**config.mk**
```make
export PLATFORM = sky130hd
export DESIGN_NAME = hdlc_ifg_gen
export DESIGN_NICKNAME = d
export VERILOG_FILES = /design/src/rtl/hdlc_ifg_pkg.sv /design/src/rtl/hdlc_ifg_count.sv /design/src/rtl/hdlc_ifg_seq.sv /design/src/rtl/hdlc_ifg_txbit.sv /design/src/rtl/hdlc_ifg_gen.sv
export SDC_FILE = /design/constraint.sdc
export NUM_CORES = 1
export LEC_CHECK = 0
export BUFFER_PORTS_ARGS = -buffer_cell sky130_fd_sc_hd__buf_2
export CAP_MARGIN = 0
export CORE_MARGIN = 2
export CORE_UTILIZATION = 50
export CTS_CLUSTER_SIZE = 10
export DETAILED_ROUTE_END_ITERATION = 7
export PLACE_DENSITY = 0.74
export SYNTH_ARGS = -nofsm -noshare
export SYNTH_HDL_FRONTEND = slang
export SYNTH_SLANG_ARGS = --single-unit
```
**constraint.sdc**
```tcl
create_clock -name clk -period 2.89 [get_ports clk]
set_input_delay 0.578 -clock clk [delete_from_list [all_inputs] [get_ports clk]]
set_output_delay 0.578 -clock clk [all_outputs]
set_load 0.01 [all_outputs]
```
**src/rtl/hdlc_ifg_pkg.sv**
```systemverilog
package hdlc_ifg_pkg;

  // Line activity currently being emitted.
  typedef enum logic [1:0] {
    PH_IDLE = 2'd0,   // mark idle: constant ones
    PH_FLAG = 2'd1,   // one flag octet in progress
    PH_DATA = 2'd2    // frame data pass-through
  } phase_e;

endpackage

```
**src/rtl/hdlc_ifg_count.sv**
```systemverilog
// Opening-flag counter and the "enough flags" decision.
module hdlc_ifg_count #(
  parameter int CNT_W = 4
) (
  input  logic             clk,
  input  logic             rst,
  input  logic             clr,        // restart count (mark idle)
  input  logic             flag_done,  // a flag octet completes this cycle
  input  logic             closing,    // the completing flag is a closing flag
  input  logic [CNT_W-1:0] min_flags,
  output logic             enough      // count after this flag meets the minimum
);

  localparam logic [CNT_W-1:0] CNT_MAX = {CNT_W{1'b1}};
  localparam logic [CNT_W-1:0] CNT_ONE = {{(CNT_W-1){1'b0}}, 1'b1};

  logic [CNT_W-1:0] cnt_q;
  logic [CNT_W-1:0] cnt_next;
  logic [CNT_W-1:0] need;
  logic             shared;

  // A zero setting means one flag, and the closing flag may supply it.
  assign shared = (min_flags == '0);
  assign need   = shared ? CNT_ONE : min_flags;

  always_comb begin
    if (closing)
      cnt_next = shared ? CNT_ONE : '0;
    else if (cnt_q == CNT_MAX)
      cnt_next = cnt_q;
    else
      cnt_next = cnt_q + CNT_ONE;
  end

  assign enough = (cnt_next >= need);

  always_ff @(posedge clk) begin
    if (rst || clr)
      cnt_q <= '0;
    else if (flag_done)
      cnt_q <= cnt_next;
  end

  // leaving mark idle restarts the opening-flag count
  p_clear_restarts_r6: assert property (@(posedge clk) disable iff (rst)
    clr |=> (cnt_q == '0));

  // a closing flag under a nonzero setting leaves the count at zero
  p_closing_not_counted_r6: assert property (@(posedge clk) disable iff (rst)
    (flag_done && closing && !clr && min_flags != '0) |=> (cnt_q == '0));

endmodule

```
**src/rtl/hdlc_ifg_seq.sv**
```systemverilog
// Line sequencer: idle, flag octets, data pass-through.
module hdlc_ifg_seq
  import hdlc_ifg_pkg::*;
#(
  parameter int FLAG_LEN = 8,
  localparam int BIDX_W  = $clog2(FLAG_LEN)
) (
  input  logic              clk,
  input  logic              rst,
  input  logic              frm_ready,
  input  logic              frm_last,
  input  logic              idle_mark,
  input  logic              enough,
  output phase_e            phase,
  output logic [BIDX_W-1:0] bidx,
  output logic              closing,
  output logic              flag_done,
  output logic              clr,
  output logic              take
);

  localparam logic [BIDX_W-1:0] BIDX_END = BIDX_W'(FLAG_LEN - 1);

  phase_e            ph_q, ph_d;
  logic [BIDX_W-1:0] bidx_q, bidx_d;
  logic              clos_q, clos_d;
  logic              take_q;

  assign flag_done = (ph_q == PH_FLAG) && (bidx_q == BIDX_END);
  assign clr       = (ph_q == PH_IDLE);

  always_comb begin
    ph_d   = ph_q;
    bidx_d = bidx_q;
    clos_d = clos_q;
    unique case (ph_q)
      PH_IDLE: begin
        if (frm_ready || !idle_mark) begin
          ph_d   = PH_FLAG;
          bidx_d = '0;
          clos_d = 1'b0;
        end
      end
      PH_FLAG: begin
        if (!flag_done) begin
          bidx_d = bidx_q + 1'b1;
        end else if (frm_ready && enough) begin
          ph_d = PH_DATA;
        end else if (idle_mark && !frm_ready) begin
          ph_d = PH_IDLE;
        end else begin
          bidx_d = '0;
          clos_d = 1'b0;
        end
      end
      PH_DATA: begin
        if (frm_last) begin
          ph_d   = PH_FLAG;
          bidx_d = '0;
          clos_d = 1'b1;
        end
      end
      default: ph_d = PH_IDLE;
    endcase
  end

  always_ff @(posedge clk) begin
    if (rst) begin
      ph_q   <= PH_IDLE;
      bidx_q <= '0;
      clos_q <= 1'b0;
      take_q <= 1'b0;
    end else begin
      ph_q   <= ph_d;
      bidx_q <= bidx_d;
      clos_q <= clos_d;
      take_q <= (ph_d == PH_DATA);
    end
  end

  assign phase   = ph_q;
  assign bidx    = bidx_q;
  assign closing = clos_q;
  assign take    = take_q;

  // data starts only right after a complete flag that met the count
  p_start_on_flag_r7: assert property (@(posedge clk) disable iff (rst)
    (ph_q == PH_FLAG && !flag_done) |=> (ph_q != PH_DATA));

  p_start_needs_count_r6: assert property (@(posedge clk) disable iff (rst)
    (flag_done && !enough) |=> (ph_q != PH_DATA));

  // end of frame is followed by a closing flag from its first bit
  p_closing_follows_r9: assert property (@(posedge clk) disable iff (rst)
    (ph_q == PH_DATA && frm_last) |=> (ph_q == PH_FLAG && bidx_q == '0 && clos_q));

  // the data phase holds until the last bit whatever frm_ready does
  p_data_holds_r10: assert property (@(posedge clk) disable iff (rst)
    (ph_q == PH_DATA && !frm_last) |=> (ph_q == PH_DATA));

endmodule

```
**src/rtl/hdlc_ifg_txbit.sv**
```systemverilog
// Selects the line bit for the current slot and registers it.
module hdlc_ifg_txbit
  import hdlc_ifg_pkg::*;
#(
  parameter int               FLAG_LEN = 8,
  parameter logic [FLAG_LEN-1:0] FLAG_PAT = 8'h7E,
  localparam int              BIDX_W   = $clog2(FLAG_LEN)
) (
  input  logic              clk,
  input  logic              rst,
  input  phase_e            phase,
  input  logic [BIDX_W-1:0] bidx,
  input  logic              data_bit,
  output logic              tx_bit
);

  logic cur_bit;
  logic tx_q;

  always_comb begin
    unique case (phase)
      PH_FLAG: cur_bit = FLAG_PAT[bidx];   // LSB first
      PH_DATA: cur_bit = data_bit;
      default: cur_bit = 1'b1;             // mark
    endcase
  end

  always_ff @(posedge clk) begin
    if (rst)
      tx_q <= 1'b1;
    else
      tx_q <= cur_bit;
  end

  assign tx_bit = tx_q;

  // a mark-idle slot puts a one on the line
  p_mark_is_one_r4: assert property (@(posedge clk) disable iff (rst)
    (phase == PH_IDLE) |=> tx_q);

  // a data slot shows the presented bit one cycle later
  p_data_passes_r8: assert property (@(posedge clk) disable iff (rst)
    (phase == PH_DATA) |=> (tx_q == $past(data_bit)));

  // the first bit of every flag is a zero
  p_flag_opens_zero_r2: assert property (@(posedge clk) disable iff (rst)
    (phase == PH_FLAG && bidx == '0) |=> !tx_q);

endmodule

```
**src/rtl/hdlc_ifg_gen.sv**
```systemverilog
module hdlc_ifg_gen
  import hdlc_ifg_pkg::*;
#(
  parameter int                  CNT_W    = 4,
  parameter int                  FLAG_LEN = 8,
  parameter logic [FLAG_LEN-1:0] FLAG_PAT = 8'h7E
) (
  input  logic             clk,
  input  logic             rst,
  input  logic [CNT_W-1:0] min_flags,
  input  logic             idle_mark,
  input  logic             frm_ready,
  input  logic             frm_data,
  input  logic             frm_last,
  output logic             frm_take,
  output logic             tx_bit
);

  localparam int BIDX_W = $clog2(FLAG_LEN);

  phase_e            phase;
  logic [BIDX_W-1:0] bidx;
  logic              closing;
  logic              flag_done;
  logic              clr;
  logic              enough;

  hdlc_ifg_count #(.CNT_W(CNT_W)) u_count (
    .clk       (clk),
    .rst       (rst),
    .clr       (clr),
    .flag_done (flag_done),
    .closing   (closing),
    .min_flags (min_flags),
    .enough    (enough)
  );

  hdlc_ifg_seq #(.FLAG_LEN(FLAG_LEN)) u_seq (
    .clk       (clk),
    .rst       (rst),
    .frm_ready (frm_ready),
    .frm_last  (frm_last),
    .idle_mark (idle_mark),
    .enough    (enough),
    .phase     (phase),
    .bidx      (bidx),
    .closing   (closing),
    .flag_done (flag_done),
    .clr       (clr),
    .take      (frm_take)
  );

  hdlc_ifg_txbit #(.FLAG_LEN(FLAG_LEN), .FLAG_PAT(FLAG_PAT)) u_txbit (
    .clk      (clk),
    .rst      (rst),
    .phase    (phase),
    .bidx     (bidx),
    .data_bit (frm_data),
    .tx_bit   (tx_bit)
  );

  // the line is marked and no data is taken just after reset
  p_reset_quiet_r1: assert property (@(posedge clk)
    rst |=> (tx_bit && !frm_take));

endmodule

```
==> summary.txt <==
Worst setup path
  • CP startpoint kind: flip-flop
  • Bufs and invs on worst path: 0
  • Worst-case reg-to-reg path depth: 12
  • Worst r2r src: u_count.cnt_q[0]
  • Endpoint type of the worst setup path: flip-flop
  • Crit-path slowest cell: dfxtp_1
  • Worst EP arrival: 2.78 ns
  • CP Max Fanout: 5
  • WP data required: 3.07 ns
  • CP delay by family, top: compound AO/OA/AOI/OAI gates
  • Slowest stage delay, CP: 0.42 ns
  • Crit Path Category: flip-flop to flip-flop
  • R2R Setup Slk: 0.29 ns
  • Crit-path cells: ha_1 > nand3_1 > xnor2_1 > nor2_1 > a21oi_1 > ha_1 > nor3b_2 > o211ai_2 > a21oi_1 > mux2i_1 > o21a_1 > mux2i_1

Routing
  • Drt pass-1 iters: 5
  • Drt total wl: 1.820 mm
  • DR vias: 784
  • DRC viols: 0
  • Post-route ant nets: 0
  • Initial DRC count: 18
  • DR WL/cell: 13.48 um
  • Vias per cell: 5.807

STA
  • Slew Limit Fails: 0
  • Hold violation count in the final report: 0
  • Fin crit share: 0.8983
  • Slew HR: 0.7454
  • Fin Hold WS: 0.5281 ns
  • Setup TNS Final: 0 ns
  • Worst-margin pin slew: 0.3723 ns
  • RSZ-0062 raised after global routing: false
  • Max Clk Rate: 385.2 MHz
  • Min cycle time layout: 2.596 ns
  • Skew final: 0.008384 ns
  • Final setup fails: 0

Layout
  • Layout Area Growth over Synthesis: 10.87%
  • Nets: 140
  • Diodes inserted: 0
  • Layout cells sized above 1: 0.1610
  • Fillers: 169

Floorplanning
  • Die height: 45.83 um
  • Initial Utilization: 0.5178
  • Die area: 2100 um2
  • CORE AREA: 1689 um2
  • Die X-Extent: 45.83 um
  • Top Ports: 12
  • Row cnt: 15

Clock tree
  • TritonCTS buffer count: 3
  • Clk_lat worst skew: 0.28 ns
  • H-tree Lvls: 1
  • Post-CTS Setup Bufs: 0
  • Clock slew at reported path FFs: 0.09 ns
  • Clock root buffer: clkbuf_4
  • CTS tree: yes
  • Maximum clock path buffer count: 2
  • Clk sinks: 13

Place
  • Placer Congestion: 0.8417
  • Post-DP HPWL: 1.402 mm
  • I/O Buffers: 11

Synth
  • Post-synth EDFFs: 0
  • Prevailing post-synth register cell: dfxtp_1
  • Synthesized Nets: 127
  • Mapped Cells: 106
  • Post-Syn Area: 874.6 um2
  • Synthesis-stage register bit count: 13
  • Asr flop ratio synth: 0
  • Yosys cell types: 30
  • Syn. warnings: 0
  • Mean post-synth cell area: 8.251 um2
  • Sequential area share after synthesis: 0.2976

Hold path
  • WHS Endpoint: u_txbit.tx_bit
  • Worst hold stages: 2
  • Hold crit path type: flip-flop to flip-flop

Power
  • Leak Pwr: 0.4335 nW
  • Pwr/cell area: 371.5 nW/um2
  • VDD IR-drop max: 283.8 uV

Global routing
  • Gr usage total: 0.2061
  • Initial antenna violation count: 0
  • First-pass GRT wire length: 3.008 mm
  • GR Overflow Total: 0
  • Vias in the first global route: 723
  • Largest net degree at the start of global routing: 13

Outcome
  • Status: finished clean

Job
  • Max-cap violations: 0
metal layers:
metal / share of wire / global-route usage / vias up / wire (um)
met4: 0.022 / 0.1029 / 0 / 40
met5: 0 / 0 / - / 0
met3: 0.021 / 0.03571 / 5 / 39
li1: - / - / 411 / -
met1: 0.47 / 0.2381 / 357 / 849
met2: 0.49 / 0.3606 / 11 / 891
cell type report:
type                       instances  area [um2]  area share
multi-input combinational         82       576.8      0.5948
sequential                        13       260.3      0.2684
timing repair buffer              11       55.05     0.05677
inverter                           8       30.03     0.03097
clock buffer                       4       26.28     0.02710
tap                               17       21.27     0.02194
cells in the final DEF, fill, tap and decap left out, types with 2 or more instances in the layout:
| master | count |
|---|---|
| inv_1 | 8 |
| a31o_2 | 2 |
| dfxtp_1 | 13 |
| buf_2 | 11 |
| a21oi_1 | 4 |
| nor2_1 | 12 |
| nand2_1 | 5 |
| nand2b_1 | 2 |
| nand3_1 | 3 |
| a31oi_1 | 6 |
| nand3b_1 | 3 |
| clkbuf_4 | 3 |
| nor3_1 | 7 |
| mux2i_1 | 6 |
| o21ai_0 | 5 |
| ha_1 | 11 |
| and2_1 | 3 |
state kept, by name, summed over array words and instances, names as in the netlist, named ones only:
signal	cells
u_count.cnt_q	4
u_seq.bidx	3
u_seq.closing	1
u_seq.phase	2
u_seq.take	1
u_txbit.tx_bit	1
repair_timing:
item | 4_1_cts | 5_1_grt
resized for setup | 0 | 1
hold buffers | 0 | 0
endpoints found under the setup margin | 0 | 1
metrics by stage:
stage | std cells | utilization | area (um2) | power (W) | worst slack (ns)
floorplan | 106 | - | 874.6 | 0.0002286 | 0.4496
global placement | 131 | 0.5556 | 938.4 | 0.0002446 | 0.3052
detailed placement | 131 | 0.5556 | 938.4 | 0.0002467 | 0.2583
CTS | 135 | 0.5711 | 964.7 | 0.0003657 | 0.2304
global route | 135 | 0.5741 | 969.7 | 0.0003821 | 0.01927
finish | 135 | 0.5741 | 969.7 | 0.0003603 | 0.2938
worst min-delay path: stages, from the launching register on:
cell and delay, ns:
dfxtp_1 0.35, a22oi_1 0.07, nand3b_1 0.07
power breakdown:
group | leakage [nW] | internal (W) | switching (W)
Sequential | 0.106 | 0.000185 | 0.00000499
Combinational | 0.313 | 0.0000230 | 0.0000296
Clock | 0.0150 | 0.0000536 | 0.0000637
Total | 0.434 | 0.000262 | 0.0000982
Yosys cell counts, types with 3 or more instances:
cell	instances	share of area
inv_1	8	0.034
nand3b_1	3	0.026
dfxtp_1	13	0.30
ha_1	11	0.16
a31oi_1	6	0.043
o21ai_0	5	0.029
nand2_1	5	0.021
and2_1	3	0.021
nand3_1	3	0.017
nor3_1	7	0.040
a21oi_1	4	0.023
nor2_1	12	0.051
mux2i_1	6	0.069
kinds of logic (layout without fill, tap and decap cells):
group | count (synthesis) | after routing | share of synthesized area
and+or+nand+nor | 40 | 40 | 0.2332
adders and majority gates | 11 | 11 | 0.1574
AOI/OAI and AO/OA | 24 | 24 | 0.1846
buffers and inverters | 11 | 23 | 0.04864
xor gates and xnor gates | 1 | 1 | 0.01002
muxes | 6 | 6 | 0.06867
DFF | 13 | 13 | 0.2976
how the worst max path moves through the flow:
stage | startpoint | to | slack, ns | depth (start not counted)
after detailed placement | u_count.cnt_q[0] | flip-flop | 0.26 | 12
after CTS | u_count.cnt_q[0] | flip-flop | 0.23 | 12
after global placement | min_flags[1] | flip-flop | 0.31 | 10
final | u_count.cnt_q[0] | flip-flop | 0.29 | 12
after floorplan | u_count.cnt_q[0] | flip-flop | 0.45 | 12
after global routing | u_count.cnt_q[0] | flip-flop | 0.02 | 12
No activity file was read; power rests on OpenSTA's default activity.
